--- src/rtl/boot_pkg.sv ---
package boot_pkg;
  typedef enum logic [1:0] {
    LD_IDLE = 2'd0,
    LD_RUN  = 2'd1,
    LD_DONE = 2'd2
  } ld_state_e;

  localparam int OPC_W  = 8;
  localparam int RADR_W = 24;
  localparam int HDR_W  = OPC_W + RADR_W;
endpackage

--- src/rtl/sclk_gen.sv ---
module sclk_gen #(
  parameter int DIV = 2
) (
  input  logic clk,
  input  logic rst_n,
  input  logic clr,
  input  logic run,
  output logic sclk,
  output logic rise,
  output logic fall
);
  localparam int CW = (DIV > 1) ? $clog2(DIV) : 1;

  logic [CW-1:0] cnt;
  logic          wrap;

  assign wrap = run && (cnt == CW'(DIV - 1));
  assign rise = wrap && !sclk;
  assign fall = wrap && sclk;

  always_ff @(posedge clk or negedge rst_n) begin
    if (!rst_n) begin
      cnt  <= '0;
      sclk <= 1'b0;
    end else if (clr) begin
      cnt  <= '0;
      sclk <= 1'b0;
    end else if (run) begin
      if (wrap) begin
        cnt  <= '0;
        sclk <= ~sclk;
      end else begin
        cnt <= cnt + 1'b1;
      end
    end
  end
endmodule

--- src/rtl/hdr_sender.sv ---
module hdr_sender #(
  parameter int HDR_W = 32,
  parameter logic [HDR_W-1:0] HDR = '0
) (
  input  logic clk,
  input  logic rst_n,
  input  logic load,
  input  logic fall,
  output logic mosi
);
  localparam int LW = $clog2(HDR_W + 1);

  logic [HDR_W-1:0] sr;
  logic [LW-1:0]    left;
  logic             busy;

  // down counter halts at zero; it gates its own shifting
  assign busy = (left != '0);
  assign mosi = busy && sr[HDR_W-1];

  always_ff @(posedge clk or negedge rst_n) begin
    if (!rst_n) begin
      sr   <= '0;
      left <= '0;
    end else if (load) begin
      sr   <= HDR;
      left <= LW'(HDR_W);
    end else if (fall && busy) begin
      sr   <= {sr[HDR_W-2:0], 1'b0};
      left <= left - 1'b1;
    end
  end
endmodule

--- src/rtl/pair_shifter.sv ---
module pair_shifter #(
  parameter int PAIR_W = 16
) (
  input  logic              clk,
  input  logic              rst_n,
  input  logic              clr,
  input  logic              shift,
  input  logic              din,
  output logic [PAIR_W-1:0] pair
);
  always_ff @(posedge clk or negedge rst_n) begin
    if (!rst_n) begin
      pair <= '0;
    end else if (clr) begin
      pair <= '0;
    end else if (shift) begin
      pair <= {pair[PAIR_W-2:0], din};
    end
  end
endmodule

--- src/rtl/boot_loader.sv ---
module boot_loader
  import boot_pkg::*;
#(
  parameter int          DIV      = 2,
  parameter logic [7:0]  READ_CMD = 8'h03,
  parameter logic [23:0] ROM_BASE = 24'h000000,
  parameter int          ADDR_W   = 16,
  parameter int          DATA_W   = 8,
  parameter int          LOW_BITS = 6
) (
  input  logic              clk,
  input  logic              rst_n,
  input  logic              start,
  output logic              spi_sclk,
  output logic              spi_cs_n,
  output logic              spi_mosi,
  input  logic              spi_miso,
  output logic [ADDR_W-1:0] mem_addr,
  output logic [DATA_W-1:0] mem_data,
  output logic              mem_wr,
  input  logic              mem_ready,
  output logic              load_done,
  output logic              cpu_bus_en
);
  localparam int PAIR_W  = 2 * DATA_W;
  localparam int HI_BITS = ADDR_W - LOW_BITS;
  localparam int MARK_B  = PAIR_W - 1;
  localparam int END_B   = PAIR_W - 2;

  ld_state_e         state;
  logic [PAIR_W-1:0] pair;
  logic              marker, last, start_ok, accept, run_clk, clk_clr;
  logic              rise, fall;

  assign marker   = pair[MARK_B];
  assign last     = pair[END_B];
  assign start_ok = (state == LD_IDLE) && start;
  assign mem_wr   = (state == LD_RUN) && marker;
  assign accept   = mem_wr && mem_ready;
  assign run_clk  = (state == LD_RUN) && !marker;
  assign clk_clr  = (state != LD_RUN) || (accept && last);

  always_ff @(posedge clk or negedge rst_n) begin
    if (!rst_n) begin
      state <= LD_IDLE;
    end else begin
      case (state)
        LD_IDLE: if (start) state <= LD_RUN;
        LD_RUN:  if (accept && last) state <= LD_DONE;
        default: state <= state;
      endcase
    end
  end

  sclk_gen #(.DIV(DIV)) i_sclk (
    .clk  (clk),
    .rst_n(rst_n),
    .clr  (clk_clr),
    .run  (run_clk),
    .sclk (spi_sclk),
    .rise (rise),
    .fall (fall)
  );

  hdr_sender #(.HDR_W(HDR_W), .HDR({READ_CMD, ROM_BASE})) i_hdr (
    .clk  (clk),
    .rst_n(rst_n),
    .load (start_ok),
    .fall (fall),
    .mosi (spi_mosi)
  );

  pair_shifter #(.PAIR_W(PAIR_W)) i_pair (
    .clk  (clk),
    .rst_n(rst_n),
    .clr  (start_ok || accept),
    .shift(rise),
    .din  (spi_miso),
    .pair (pair)
  );

  assign spi_cs_n   = (state != LD_RUN);
  assign mem_addr   = {{HI_BITS{1'b1}}, pair[DATA_W +: LOW_BITS]};
  assign mem_data   = pair[DATA_W-1:0];
  assign load_done  = (state == LD_DONE);
  assign cpu_bus_en = (state == LD_DONE);
endmodule

--- config.mk ---
export PLATFORM = sky130hd
export DESIGN_NAME = boot_loader
export DESIGN_NICKNAME = d
export VERILOG_FILES = /design/src/rtl/boot_pkg.sv /design/src/rtl/sclk_gen.sv /design/src/rtl/hdr_sender.sv /design/src/rtl/pair_shifter.sv /design/src/rtl/boot_loader.sv
export SDC_FILE = /design/constraint.sdc
export NUM_CORES = 1
export LEC_CHECK = 0
export BUFFER_PORTS_ARGS = -buffer_cell sky130_fd_sc_hd__buf_2
export CAP_MARGIN = 20
export CORE_UTILIZATION = 30
export DETAILED_ROUTE_END_ITERATION = 10
export PLACE_DENSITY = 0.6
export SKIP_LAST_GASP = 1
export SLEW_MARGIN = 20
export SYNTH_ARGS = -nofsm -noshare
export SYNTH_HDL_FRONTEND = slang
export SYNTH_SLANG_ARGS = --single-unit
--- constraint.sdc ---
create_clock -name clk -period 1.75 [get_ports clk]
set_input_delay 0.4375 -clock clk [delete_from_list [all_inputs] [get_ports clk]]
set_output_delay 0.4375 -clock clk [all_outputs]
set_load 0.02 [all_outputs]
Word-level counts from Yosys, hierarchy flattened
Cells that the tools add are included.
Widths: inputs -> output; s select.

word-level totals
  RAM bits = 0
  ROM bits = 0
  bits in registers = 58
  logic and storage cells = 52
  memories = 0
  output and inout port bits = 30
  latch bits = 0
  input port bits = 5

cells by class
  $mul = 0
  divide/modulo/power cells = 0
  equal/unequal tests = 5
  bitwise operators = 1
  multiplexer cells = 15
  shift-type cells = 0
  reduce and logical (&&, ||, !) cells = 23
  add/sub/neg operators = 2
  $lt $le $gt $ge = 0

operators by type and width
  operator             count
  $mux 32              2
  $mux 16              2
  $mux 6               2
  $logic_and 1x1->1    10
  $reduce_bool 2->1    5
  $mux 1               6
  $reduce_bool 6->1    1
  $sub 6x1->6 const B  1
  $mux 2               2
  $ne 2x1->1 const B   2
  $pmux 2 s2           1
  $reduce_and 3->1     1
  $eq 2x1->1 const B   1
  $eq 2x2->1 const B   1
  $logic_not 1->1      2
  $logic_not 2->1      1
  $logic_or 1x1->1     2
  $ne 2x2->1 const B   1
  $reduce_and 2->1     1
  $add 1x1->1 const B  1
  $not 1->1            1

Depth between registers and ports, before layout
Gate-level depths: netlist (run 1).

  word-level depth = 7
  mapped depth = 7
  depth with buffers taken out = 6

Hierarchy
Synthesis (run 1) repeated with hierarchy kept, for this count alone.

unflattened totals
  cells, all modules = 180
  area total of the unflattened synthesis = 1838.0 µm²

modules (own cells, without submodules)
  module        cells each  area an instance (µm²)  instances
  hdr_sender    90          845.8                   1
  pair_shifter  52          660.6                   1
  boot_loader   28          226.5                   1
  sclk_gen      10          105.1                   1

Worst setup path after synthesis (run 1)
OpenSTA, ideal clock, no wires.

  kind = register to register
  from = register i_hdr.left[3]
  to = register i_hdr.left[5]
  required time = 1.618 ns
  path slack = 0.087 ns
  period minus slack after synthesis = 1.663 ns
  stages on the path, launching flop included = 5
  arrival = 1.532 ns
  path buffers = 0
  cells stage by stage = dfrtp_1 > or3_4 > or3_1 > o21ai_1 > or3b_1

on the way
  word-level cells in the longest chain between the ends = 3
  elaborated cells on any way between the ends = 6
  those cells by class = add/sub: 1; mux: 2; reduce/logical: 3

ends and longest elaborated chain
  what                                              RTL line                            text
  start: declaration                                hdr_sender.sv:14                    logic [LW-1:0] left;
  start signal: assignment                          hdr_sender.sv:27                    left <= LW'(HDR_W);
  start signal: assignment                          hdr_sender.sv:30                    left <= left - 1'b1;
  $sub 6x1->6 or $reduce_bool 6->1 (tied branches)  hdr_sender.sv:30, hdr_sender.sv:18
  $mux 6 or $logic_and 1x1->1 (tied branches)       hdr_sender.sv:28                    end else if (fall && busy) begin
  $mux 6 or $reduce_bool 2->1 (tied branches)       n/a

Several ways; a longest one is shown, not always the timed one. The select of a mux whose other input is x is not followed.
A chain may end at the register's enable or synchronous reset.

Final worst setup path (run 1)
Ends and elaborated chain as after synthesis.

==> impl_summary.log, run 1 <==
[metrics] worst hold path type: primary input to asynchronous set/reset pin
[metrics] post-synthesis compound-gate area fraction: about 11%
[metrics] largest driver fanout on the critical path: 3
[metrics] sequential fraction of design power: 38.1%
[metrics] global-route wire length before repair: 5.31 mm
[metrics] Hold-fix buffers, CTS: 0
[metrics] cell type with the largest total area after synthesis: dfrtp_1
[metrics] final wirelength: about 3.0 mm
[metrics] flop2flop setup slack: -0.07 ns
[metrics] Setup Viol. Count Final: 2
[metrics] logic depth of the worst register-to-register path: 5
[metrics] largest voltage drop on the vdd net: a little over 500 uV
[metrics] switching share of power: approximately 39%
[metrics] number of fill cells: between 500 and 600
[metrics] cell types with the largest area share after synthesis: dfrtp_1, buf_4, nand2_1
[metrics] port buffer count: 24
[metrics] vias in the first global route: 1,204
[metrics] number of clock sinks seen by CTS: 34
[metrics] post-synthesis share of cell area spent on xor and xnor gates: around 1%
[metrics] cts bufs inserted: 5
[metrics] die extent in x: just under 80 um
[metrics] Cell variety after synth: 36
[metrics] failing checks: setup timing
[metrics] unrepaired setup endpoints after global routing: yes
[metrics] Req. time, crit path: between 1.5 and 2 ns
[metrics] post-route fraction of the period consumed by the critical path: 104%
[metrics] post-route minimum period: about 1.8 ns
[metrics] aggregate global routing overflow: 0
[metrics] ys flop type: dfrtp_1
[metrics] diode count: 0
[metrics] clock root buffer: clkbuf_8
[metrics] number of instances in the synthesized netlist: between 150 and 200
[metrics] share of synthesized cell area in and, or, nand and nor gates: between 15 and 20%
[metrics] number of antenna violations at the first check in global routing: 0
[metrics] Final Wtd Congestion: between 0.8 and 0.9
[metrics] Top cell by count, worst path: or3_4
[metrics] Cell Pwr Density: around 1800 mW/mm^2
[metrics] via total after detailed routing: 1,210
[metrics] cells along the critical path: or3_4 > buf_6 > or3_4 > o21ai_1 > or3b_1
[metrics] sequential-to-total area share from yosys stat: between 50% and 60%
[metrics] most common cell in the synthesized netlist: dfrtp_1
[metrics] number of ports placed on the die boundary: 35
[metrics] DRC: 0
[metrics] worst hold margin: ~0.17 ns
[metrics] post-route clock skew: 0.00403 ns
[metrics] die extent in y: just under 80 um
[metrics] via-per-instance ratio: between 4 and 5
[metrics] floorplan die area: approximately 0.0060 mm^2
[metrics] sort of element at the start of the critical path: flop
[metrics] worst setup margin: -0.0722 ns
[metrics] reg-to-reg critical path endpoint: i_hdr.left[5]$_DFFE_PN0P_
[metrics] max-capacitance violation count: 0
[metrics] internal cell power: between 2 and 2.5 mW
[metrics] Final #Nets: 212
[metrics] Mapped Avg Cell Area: 9.56 um^2
[metrics] leakage power of the design: 1.02 nW
[metrics] Slew Limit Fails: 0
[metrics] final core utilization: between 30% and 40%
[metrics] Buf+Inv Stages, Crit Path: 1
[metrics] area of all placed cells without fillers: approximately 0.0020 mm^2
[metrics] buffers from clock root to sink, at most: 2
[metrics] kind of end point of the critical path: flop
[metrics] core area: 0.00547 mm^2
[metrics] Arr. time, crit path: 1.98 ns
[metrics] average wire length per cell after detail routing: between 10 and 15 um
[metrics] post-layout total power: about 3.6 mW
[metrics] Syn-to-layout area delta: 18.2%
[metrics] Synth Warn #: 0
[metrics] clock network latency to the later pin of the worst-skew pair: approximately 0.28 ns
[metrics] Placed Instance Area: 0.00184 mm^2
[metrics] top post-synthesis cells by count: dfrtp_1, nand2_1, buf_4, o21ai_0, nor2_1
[metrics] proportion of register bits with asynchronous set or reset after synthesis: 100%
[metrics] total number of placement rows: 27
[metrics] maximum number of pins on one net before global-route repair: 35
[metrics] worst setup path class: flop to flop
[metrics] cell family contributing the most delay on the critical path: simple AND/OR/NAND/NOR gates
[metrics] number of hold violations in the final report: 0
[metrics] CTS H-tree lvls: 2
[metrics] Clk pwr share: between 10% and 20%
[metrics] Gate power share: ~46%
[metrics] overall global routing resource usage: between 10 and 15%
[metrics] cell type of the slowest stage on the worst timing path: or3_4
[metrics] post-synthesis share of cell area spent on full adders, half adders and majority gates: between 1 and 1.5%
[metrics] flops & latches, synth: 34
[metrics] Post-Synthesis Cell Area: 0.00170 mm^2
[metrics] peak per-stage delay on the critical path: ~0.40 ns
[metrics] clock tree from TritonCTS: yes
[metrics] main combinational cell family by area after synthesis: simple AND/OR/NAND/NOR gates
[metrics] count of routing violations after the opening detailed-route iteration: 75
[metrics] Detail Route Antenna Nets: 0
[metrics] net switching power of the design: 1.40 mW
[metrics] FMAX: roughly 0.55 GHz
[metrics] reg-to-reg startpoint: i_hdr.left[3]$_DFFE_PN0P_
[metrics] outcome: complete, but fails checks
[metrics] first-pass iteration count of the detailed router: 4
[metrics] initial core utilization: 31.1%
[metrics] number of enable-type register cells in the synthesized netlist: 0
[metrics] fraction of final layout cells with drive strength greater than 1: between 20 and 30%
[metrics] detailed placer's ending HPWL: ~2.0 mm
[metrics] area share of the leading cell type in the synthesized netlist: about 50%
[metrics] clock transition at the registers of the reported paths: approximately 0.070 ns
[metrics] multiplexer area fraction after synthesis: under 10%
-- cell families after synthesis --
group,after synthesis
adders and majority gates,2
xor gates and xnor gates,2
AOI/OAI and AO/OA,32
DFF,34
other,1
muxes,7
buffers and inverters,36
and+or+nand+nor,64
-- layout make-up --
type | count | area [um^2] | area share [%]
tap | 72 | 90.1 | 4.48
clock inverter | 1 | 5.00 | 0.249
timing repair buffer | 42 | 280 | 13.9
multi-input combinational | 117 | 681 | 33.8
sequential | 34 | 851 | 42.3
inverter | 5 | 18.8 | 0.933
clock buffer | 7 | 86.3 | 4.29
-- placed cells by master (no fill, tap or decap), types with 2 or more instances in the layout --
cell type	synthesis	layout
mux2i_1	6	6
buf_4	25	17
a21o_1	2	2
nand3_1	2	2
a21oi_1	5	5
conb_1	1	10
or3_4	1	2
nor2b_1	2	2
clkbuf_8	0	6
nor2_1	11	11
dfrtp_1	34	34
buf_2	1	22
nand2b_1	4	3
o21ai_0	18	18
inv_2	0	2
buf_6	1	2
nand2_1	33	33
or3_1	4	3
inv_1	5	3
-- worst register-to-register path, stage by stage, from the launching register on --
cell and delay, ns:
dfrtp_1 0.38, or3_4 0.40, buf_6 0.13, or3_4 0.33
o21ai_1 0.11, or3b_1 0.35
-- worst max-delay path by stage --
| stage | from | end | cells after the start |
|---|---|---|---|
| 2_1_floorplan | i_hdr.left[3]$_DFFE_PN0P_ | i_hdr.left[5]$_DFFE_PN0P_ | 4 |
| 3_3_place_gp | i_hdr.left[3]$_DFFE_PN0P_ | i_hdr.sr[25]$_DFFE_PN0P_ | 5 |
| 3_5_place_dp | i_hdr.left[3]$_DFFE_PN0P_ | i_hdr.sr[25]$_DFFE_PN0P_ | 5 |
| 4_1_cts | i_hdr.left[2]$_DFFE_PN0P_ | spi_mosi | 3 |
| 5_1_grt | i_hdr.left[3]$_DFFE_PN0P_ | i_hdr.left[5]$_DFFE_PN0P_ | 5 |
| 6_report | i_hdr.left[3]$_DFFE_PN0P_ | i_hdr.left[5]$_DFFE_PN0P_ | 5 |
-- per-stage QoR --
stage	TNS (ns)	cells	worst slack [ns]
floorplan	0	187	0.0866
finish	-0.133	278	-0.0722
detailed placement	0	265	0.0205
global route	-0.355	278	-0.124
global placement	0	265	0.0631
CTS	-0.171	276	-0.0699
-- repair_timing --
action / in CTS / in global routing
setup endpoints to repair: 1 / 12
gates cloned: 0 / 0
pin swaps: 2 / 2
resized for setup: 4 / 7
setup buffers: 3 / 2
-- power by group through the flow --
stage                     logic, mW  registers (mW)  clock network (mW)
after detailed placement       1.45            1.36                   0
after CTS                      1.54            1.35               0.604
after global placement         1.44            1.35                   0
after global routing           1.81            1.40               0.637
final                          1.62            1.35               0.579
after floorplan                1.15            1.35                   0
-- flip-flops by register name (all words and copies together) (netlist names) --
register / count
i_pair.pair: 16
i_hdr.sr: 8
i_hdr.left: 6
state: 2
i_sclk.cnt: 1
i_sclk.sclk: 1
-- per-layer routing --
metal / global-route usage [%] / up-vias / routed length [um]
li1: - / 605 / -
met1: 13.8 / 574 / 1490
met2: 17.8 / 24 / 1340
met3: 4.05 / 7 / 137
met4: 3.96 / 0 / 42
met5: 0 / - / 0
Note: power is estimated with default switching activity, not from simulation.
==> run 2, diff against run 1 <==
--- a/config.mk
+++ b/config.mk
@@ -10,6 +10,8 @@
 export CORE_UTILIZATION = 30
 export DETAILED_ROUTE_END_ITERATION = 10
 export PLACE_DENSITY = 0.6
+export SETUP_SLACK_MARGIN = 0.15
+export SKIP_CTS_REPAIR_TIMING = 1
 export SKIP_LAST_GASP = 1
 export SLEW_MARGIN = 20
 export SYNTH_ARGS = -nofsm -noshare
==> run 2 against run 1 <==
- the flow still finishes with violations (setup timing)
- final cell count is 1.4% lower
- combinational power is 6% lower
- flip-flop and latch count is the same
- sequential power about the same
- clock-buffer cell count stayed put
- routed wire length increased by 0.33%
- first-iteration DRC count shrank 8.0%
- clock power grew 0.7%
- clock skew is 0.0034 ns higher
- non-clock buffer count decreased by 4
- utilization fell by 0.94 points
- register-to-register slack improved by 0.10 ns
- critical endpoint is now spi_mosi
- highest routed layer unchanged
==> impl_summary.log, run 2 (synthesized netlist as in run 1, its figures left out) <==
[metrics] die extent in x: 77.3 um (unchanged)
[metrics] die extent in y: 77.3 um (unchanged)
[metrics] maximum number of pins on one net before global-route repair: 35 (unchanged)
[metrics] post-route clock skew: 0.00744 ns (was 0.00403 ns)
[metrics] floorplan die area: 0.00598 mm^2 (unchanged)
[metrics] number of ports placed on the die boundary: 35 (unchanged)
[metrics] fraction of final layout cells with drive strength greater than 1: 26.7% (was 29.1%)
[metrics] registers with the most flip-flops: i_pair.pair (16), i_hdr.sr (8), i_hdr.left (6) (unchanged)
[metrics] max-capacitance violation count: 0 (unchanged)
[metrics] via-per-instance ratio: 4.36 (was 4.35)
[metrics] port buffer count: 24 (unchanged)
[metrics] number of antenna violations at the first check in global routing: 0 (unchanged)
[metrics] Req. time, crit path: 1.31 ns (was 1.91 ns)
[metrics] Cell Pwr Density: 1760 mW/mm^2 (was 1770 mW/mm^2)
[metrics] logic depth of the worst register-to-register path: 5 (unchanged)
[metrics] flip-flop count of the largest register after layout: 16 (unchanged)
[metrics] post-layout total power: 3.44 mW (was 3.55 mW)
[metrics] post-route fraction of the period consumed by the critical path: 104% (about the same)
[metrics] outcome: complete, but fails checks (unchanged)
[metrics] clock root buffer: clkbuf_8 (unchanged)
[metrics] FMAX: 0.548 GHz (was 0.549 GHz)
[metrics] worst setup margin: -0.0744 ns (was -0.0722 ns)
[metrics] first-pass iteration count of the detailed router: 4 (unchanged)
[metrics] kind of end point of the critical path: output port (was flop)
[metrics] global-route wire length before repair: 5.29 mm (was 5.31 mm)
[metrics] Final Wtd Congestion: 0.821 (was 0.807)
[metrics] clock network latency to the later pin of the worst-skew pair: 0.28 ns (about the same)
[metrics] worst setup path class: flop to output port (was flop to flop)
[metrics] Placed Instance Area: 0.00184 mm^2 (unchanged)
[metrics] vias in the first global route: 1,132 (was 1,204)
[metrics] Detail Route Antenna Nets: 0 (unchanged)
[metrics] core area: 0.00547 mm^2 (unchanged)
[metrics] final wirelength: 3.02 mm (was 3.01 mm)
[metrics] clock tree from TritonCTS: yes (unchanged)
[metrics] number of clock sinks seen by CTS: 34 (unchanged)
[metrics] Syn-to-layout area delta: 15.2% (was 18.2%)
[metrics] unrepaired setup endpoints after global routing: yes (unchanged)
[metrics] DRC: 0 (unchanged)
[metrics] top library cells by usage in the layout, fill and taps aside: dfrtp_1, nand2_1, buf_2 (unchanged)
[metrics] final core utilization: 35.8% (was 36.8%)
[metrics] Setup WS pre-CTS: 0.0217 ns (was 0.0205 ns)
[metrics] aggregate global routing overflow: 0 (unchanged)
[metrics] Slew Limit Fails: 0 (unchanged)
[metrics] average wire length per cell after detail routing: 11.0 um (was 10.8 um)
[metrics] post-route minimum period: 1.82 ns (about the same)
[metrics] leakage power of the design: 0.994 nW (was 1.02 nW)
[metrics] overall global routing resource usage: 11.2% (about the same)
[metrics] Setup Viol. Count Final: 1 (was 2)
[metrics] detailed placer's ending HPWL: 2.08 mm (was 2.02 mm)
[metrics] failing checks: setup timing (unchanged)
[metrics] clock transition at the registers of the reported paths: 0.07 ns (about the same)
[metrics] cts bufs inserted: 5 (unchanged)
[metrics] CTS H-tree lvls: 2 (unchanged)
[metrics] total number of placement rows: 27 (unchanged)
[metrics] initial core utilization: 31.1% (unchanged)
[metrics] largest driver fanout on the critical path: 4 (was 3)
[metrics] count of routing violations after the opening detailed-route iteration: 69 (was 75)
[metrics] sort of element at the start of the critical path: flop (unchanged)
[metrics] number of hold violations in the final report: 0 (unchanged)
[metrics] most common library cell in the layout ignoring fill and taps: dfrtp_1 (unchanged)
[metrics] area of all placed cells without fillers: 0.00196 mm^2 (was 0.00201 mm^2)
[metrics] worst hold path type: primary input to asynchronous set/reset pin (unchanged)
[metrics] Arr. time, crit path: 1.39 ns (was 1.98 ns)
[metrics] diode count: 0 (unchanged)
[metrics] via total after detailed routing: 1,196 (was 1,210)
[metrics] most flop-heavy register: i_pair.pair (unchanged)
[metrics] Final #Nets: 208 (was 212)
[metrics] largest voltage drop on the vdd net: 518 uV (was 510 uV)
[metrics] buffers from clock root to sink, at most: 2 (unchanged)
-- run 2: path summary, 6_finish.rpt --
kind	slack [ns]	to	startpoint
setup / recovery	-0.07	spi_mosi	i_hdr.left[2]$_DFFE_PN0P_
hold / removal	0.18	i_hdr.left[0]$_DFFE_PN0P_	rst_n
setup reg to reg	0.03	i_hdr.sr[25]$_DFFE_PN0P_	i_hdr.left[2]$_DFFE_PN0P_
hold reg to reg	0.48	i_hdr.sr[24]$_DFFE_PN0P_	i_hdr.sr[24]$_DFFE_PN0P_
max in group asynchronous	1.27	i_hdr.sr[26]$_DFFE_PN0P_	rst_n
min in group clk	0.36	i_pair.pair[0]$_DFFE_PN0P_	spi_miso
-- run 2: area by class of cell --
cell class,count,area (um^2)
fillers,587,3510
flip-flops and latches,34,851
multi-input cells,117,657
repair buffers,38,253
well taps,72,90.1
clock buffers,7,86.3
inverters,5,18.8
clock inverters,1,5.00
-- run 2: per-stage QoR --
step	hold WS [ns]	cells	setup TNS [ns]
6_report	0.179	274	-0.0744
5_1_grt	0.209	274	-0.495
4_1_cts	0.186	273	-0.130
3_5_place_dp	0.466	265	0
3_3_place_gp	0.472	265	0
2_1_floorplan	0.142	187	0
-- run 2: power by group --
part / internal [mW] / switching [mW] / leakage (nW)
clock network: 0.317 / 0.266 / 0.0482
registers: 1.12 / 0.222 / 0.444
logic: 0.641 / 0.875 / 0.502
-- run 2: layer usage --
metal / GRT usage [%] / vias up / wire length (um) / part of all wire [%]
met5: 0 / - / 0 / 0
met4: 3.58 / 0 / 33 / 1.1
met3: 4.52 / 5 / 166 / 5.5
met2: 16.5 / 20 / 1380 / 46
met1: 14.9 / 570 / 1440 / 48
li1: - / 601 / - / -
-- run 2: worst max-delay path, stage by stage (launching register included) --
cell,delay [ns]
dfrtp_1,0.37
or3_4,0.41
o21a_1,0.20
buf_6,0.13
==> run 3, diff against run 2 <==
--- a/config.mk
+++ b/config.mk
@@ -7,6 +7,7 @@
 export LEC_CHECK = 0
 export BUFFER_PORTS_ARGS = -buffer_cell sky130_fd_sc_hd__buf_2
 export CAP_MARGIN = 20
+export CORE_MARGIN = 2
 export CORE_UTILIZATION = 30
 export DETAILED_ROUTE_END_ITERATION = 10
 export PLACE_DENSITY = 0.6
==> run 3 against run 2 <==
- the flow still finishes with violations (setup timing)
- sequential share of layout area fell by 0.63 points
- final area rose by 1.5%
- combinational power rose by 4%
- sequential power barely moved
- setup slack got worse by 0.0056 ns
- hold slack got worse by 0.0069 ns
- via count rose by 0.75%
- clock skew fell by 0.0053 ns
- final cell count rose by 0.73%
- maximum frequency fell by 0.31%
- clock-buffer cell count did not move
- largest cell class unchanged
==> impl_summary.log, run 3 (synthesized netlist as in run 1, its figures left out) <==
[metrics] number of clock sinks seen by CTS: 34 (unchanged)
[metrics] maximum number of pins on one net before global-route repair: 35 (unchanged)
[metrics] top library cells by usage in the layout, fill and taps aside: dfrtp_1, nand2_1, buf_2 (unchanged)
[metrics] net switching power of the design: 1.40 mW (was 1.36 mW)
[metrics] final cell count without fillers: 276 (was 274)
[metrics] Placed Instance Area: 0.00182 mm^2 (was 0.00184 mm^2)
[metrics] DRC: 0 (unchanged)
[metrics] via total after detailed routing: 1,205 (was 1,196)
[metrics] Clk pwr share: 16.7% (was 16.9%)
[metrics] post-layout total power: 3.52 mW (was 3.44 mW)
[metrics] Slew Limit Fails: 0 (unchanged)
[metrics] registers with the most flip-flops: i_pair.pair (16), i_hdr.sr (8), i_hdr.left (6) (unchanged)
[metrics] average wire length per cell after detail routing: 11.4 um (was 11.0 um)
[metrics] outcome: complete, but fails checks (unchanged)
[metrics] launch point of the critical path: i_hdr.left[3]$_DFFE_PN0P_ (was i_hdr.left[2]$_DFFE_PN0P_)
[metrics] core area: 0.00551 mm^2 (was 0.00547 mm^2)
[metrics] FMAX: 0.546 GHz (was 0.548 GHz)
[metrics] worst setup margin: -0.0800 ns (was -0.0744 ns)
[metrics] placed cell count: 263 (was 265)
[metrics] number of fill cells: 574 (was 587)
[metrics] capturing element of the worst setup path: spi_mosi (unchanged)
[metrics] die extent in x: 79.3 um (was 77.3 um)
[metrics] Setup Viol. Count Final: 1 (unchanged)
[metrics] Final Wtd Congestion: 0.796 (was 0.821)
[metrics] count of routing violations after the opening detailed-route iteration: 102 (was 69)
[metrics] die extent in y: 79.3 um (was 77.3 um)
[metrics] sequential fraction of design power: 38.6% (was 39.0%)
[metrics] via-per-instance ratio: 4.37 (was 4.36)
[metrics] Detail Route Antenna Nets: 0 (unchanged)
[metrics] switching share of power: 39.8% (was 39.6%)
[metrics] detailed placer's ending HPWL: 2.08 mm (about the same)
[metrics] clock transition at the registers of the reported paths: 0.06 ns (was 0.07 ns)
[metrics] post-route fraction of the period consumed by the critical path: 105% (was 104%)
[metrics] first-pass iteration count of the detailed router: 4 (unchanged)
[metrics] vias in the first global route: 1,196 (was 1,132)
[metrics] clock root buffer: clkbuf_8 (unchanged)
[metrics] Gate power share: 44.7% (was 44.1%)
[metrics] Cell Pwr Density: 1770 mW/mm^2 (was 1760 mW/mm^2)
[metrics] worst setup path class: flop to output port (unchanged)
[metrics] leakage power of the design: 1.00 nW (was 0.994 nW)
[metrics] reg-to-reg startpoint: i_hdr.left[3]$_DFFE_PN0P_ (was i_hdr.left[2]$_DFFE_PN0P_)
[metrics] clock network latency to the later pin of the worst-skew pair: 0.28 ns (about the same)
[metrics] max-capacitance violation count: 0 (unchanged)
[metrics] Arr. time, crit path: 1.39 ns (about the same)
[metrics] total number of placement rows: 27 (unchanged)
[metrics] logic depth of the worst register-to-register path: 4 (was 5)
[metrics] aggregate global routing overflow: 0 (unchanged)
[metrics] clock tree from TritonCTS: yes (unchanged)
[metrics] number of ports placed on the die boundary: 35 (unchanged)
[metrics] port buffer count: 24 (unchanged)
[metrics] kind of end point of the critical path: output port (unchanged)
[metrics] fraction of final layout cells with drive strength greater than 1: 28.9% (was 26.7%)
[metrics] Final #Nets: 210 (was 208)
[metrics] global-route wire length before repair: 5.63 mm (was 5.29 mm)
[metrics] buffers from clock root to sink, at most: 2 (unchanged)
[metrics] worst hold path type: primary input to asynchronous set/reset pin (unchanged)
[metrics] most flop-heavy register: i_pair.pair (unchanged)
[metrics] Req. time, crit path: 1.31 ns (about the same)
[metrics] CTS H-tree lvls: 2 (unchanged)
[metrics] unrepaired setup endpoints after global routing: yes (unchanged)
[metrics] initial core utilization: 30.9% (was 31.1%)
[metrics] overall global routing resource usage: 11.7% (was 11.2%)
[metrics] number of antenna violations at the first check in global routing: 0 (unchanged)
[metrics] flop2flop setup slack: 0.04 ns (was 0.03 ns)
[metrics] flip-flop count of the largest register after layout: 16 (unchanged)
[metrics] cts bufs inserted: 5 (unchanged)
[metrics] floorplan die area: 0.00629 mm^2 (was 0.00598 mm^2)
[metrics] internal cell power: 2.12 mW (was 2.08 mW)
[metrics] post-route clock skew: 0.00213 ns (was 0.00744 ns)
[metrics] post-route minimum period: 1.83 ns (was 1.82 ns)
[metrics] Setup WS pre-CTS: 0.0402 ns (was 0.0217 ns)
[metrics] largest driver fanout on the critical path: 4 (unchanged)
[metrics] failing checks: setup timing (unchanged)
[metrics] diode count: 0 (unchanged)
[metrics] Syn-to-layout area delta: 16.9% (was 15.2%)
[metrics] final wirelength: 3.15 mm (was 3.02 mm)
[metrics] reg-to-reg critical path endpoint: i_hdr.left[5]$_DFFE_PN0P_ (was i_hdr.sr[25]$_DFFE_PN0P_)
[metrics] Setup TNS: -0.0800 ns (was -0.0744 ns)
[metrics] largest voltage drop on the vdd net: 438 uV (was 518 uV)
[metrics] most common library cell in the layout ignoring fill and taps: dfrtp_1 (unchanged)
[metrics] sort of element at the start of the critical path: flop (unchanged)
[metrics] area of all placed cells without fillers: 0.00199 mm^2 (was 0.00196 mm^2)
[metrics] number of hold violations in the final report: 0 (unchanged)
==> run 3: cell type report <==
cell class              count  area (um^2)  area share [%]
clock buffers               7         86.3            4.34
inverters                   5         18.8           0.943
clock inverters             1         5.00           0.252
flip-flops and latches     34          851            42.8
well taps                  72         90.1            4.53
multi-input cells         117          664            33.4
repair buffers             40          274            13.8
==> run 3: worst max-delay path: stages, from the launching register on <==
cell and delay [ns]:
dfrtp_1 0.40, or3_4 0.39, o21a_1 0.19, buf_6 0.13
==> run 3: worst min path at each step <==
stage                                         from                          end  slack (ns)  depth (start not counted)
final                                        rst_n      i_sclk.sclk$_DFFE_PN0P_        0.17                          2
after global placement    i_hdr.sr[24]$_DFFE_PN0P_     i_hdr.sr[24]$_DFFE_PN0P_        0.47                          1
after global routing                         rst_n   i_pair.pair[1]$_DFFE_PN0P_        0.22                          2
after detailed placement  i_hdr.sr[25]$_DFFE_PN0P_     i_hdr.sr[25]$_DFFE_PN0P_        0.48                          1
after floorplan                              rst_n    i_hdr.left[0]$_DFFE_PN0P_        0.14                          0
after CTS                                    rst_n  i_pair.pair[15]$_DFFE_PN0P_        0.19                          2
==> run 3: routing by layer <==
layer	vias up	global-route usage, %	part of all wire, %
met4	0	5.34	1.7
met5	-	0	0
met2	25	17.5	45
met1	570	14.5	46
met3	5	5.23	7.5
li1	605	-	-
==> run 3: through the flow <==
stage	hold slack, ns	util, %
after CTS	0.191	34.7
after global placement	0.467	33.1
after floorplan	0.142	-
after detailed placement	0.479	33.1
after global routing	0.221	36.1
final	0.172	36.1
==> run 3: power by group through the flow <==
stage	logic, mW	clock network, mW	registers, mW
2_1_floorplan	1.15	0	1.35
3_5_place_dp	1.43	0	1.37
4_1_cts	1.44	0.612	1.36
5_1_grt	1.77	0.646	1.41
3_3_place_gp	1.41	0	1.37
6_report	1.58	0.588	1.36
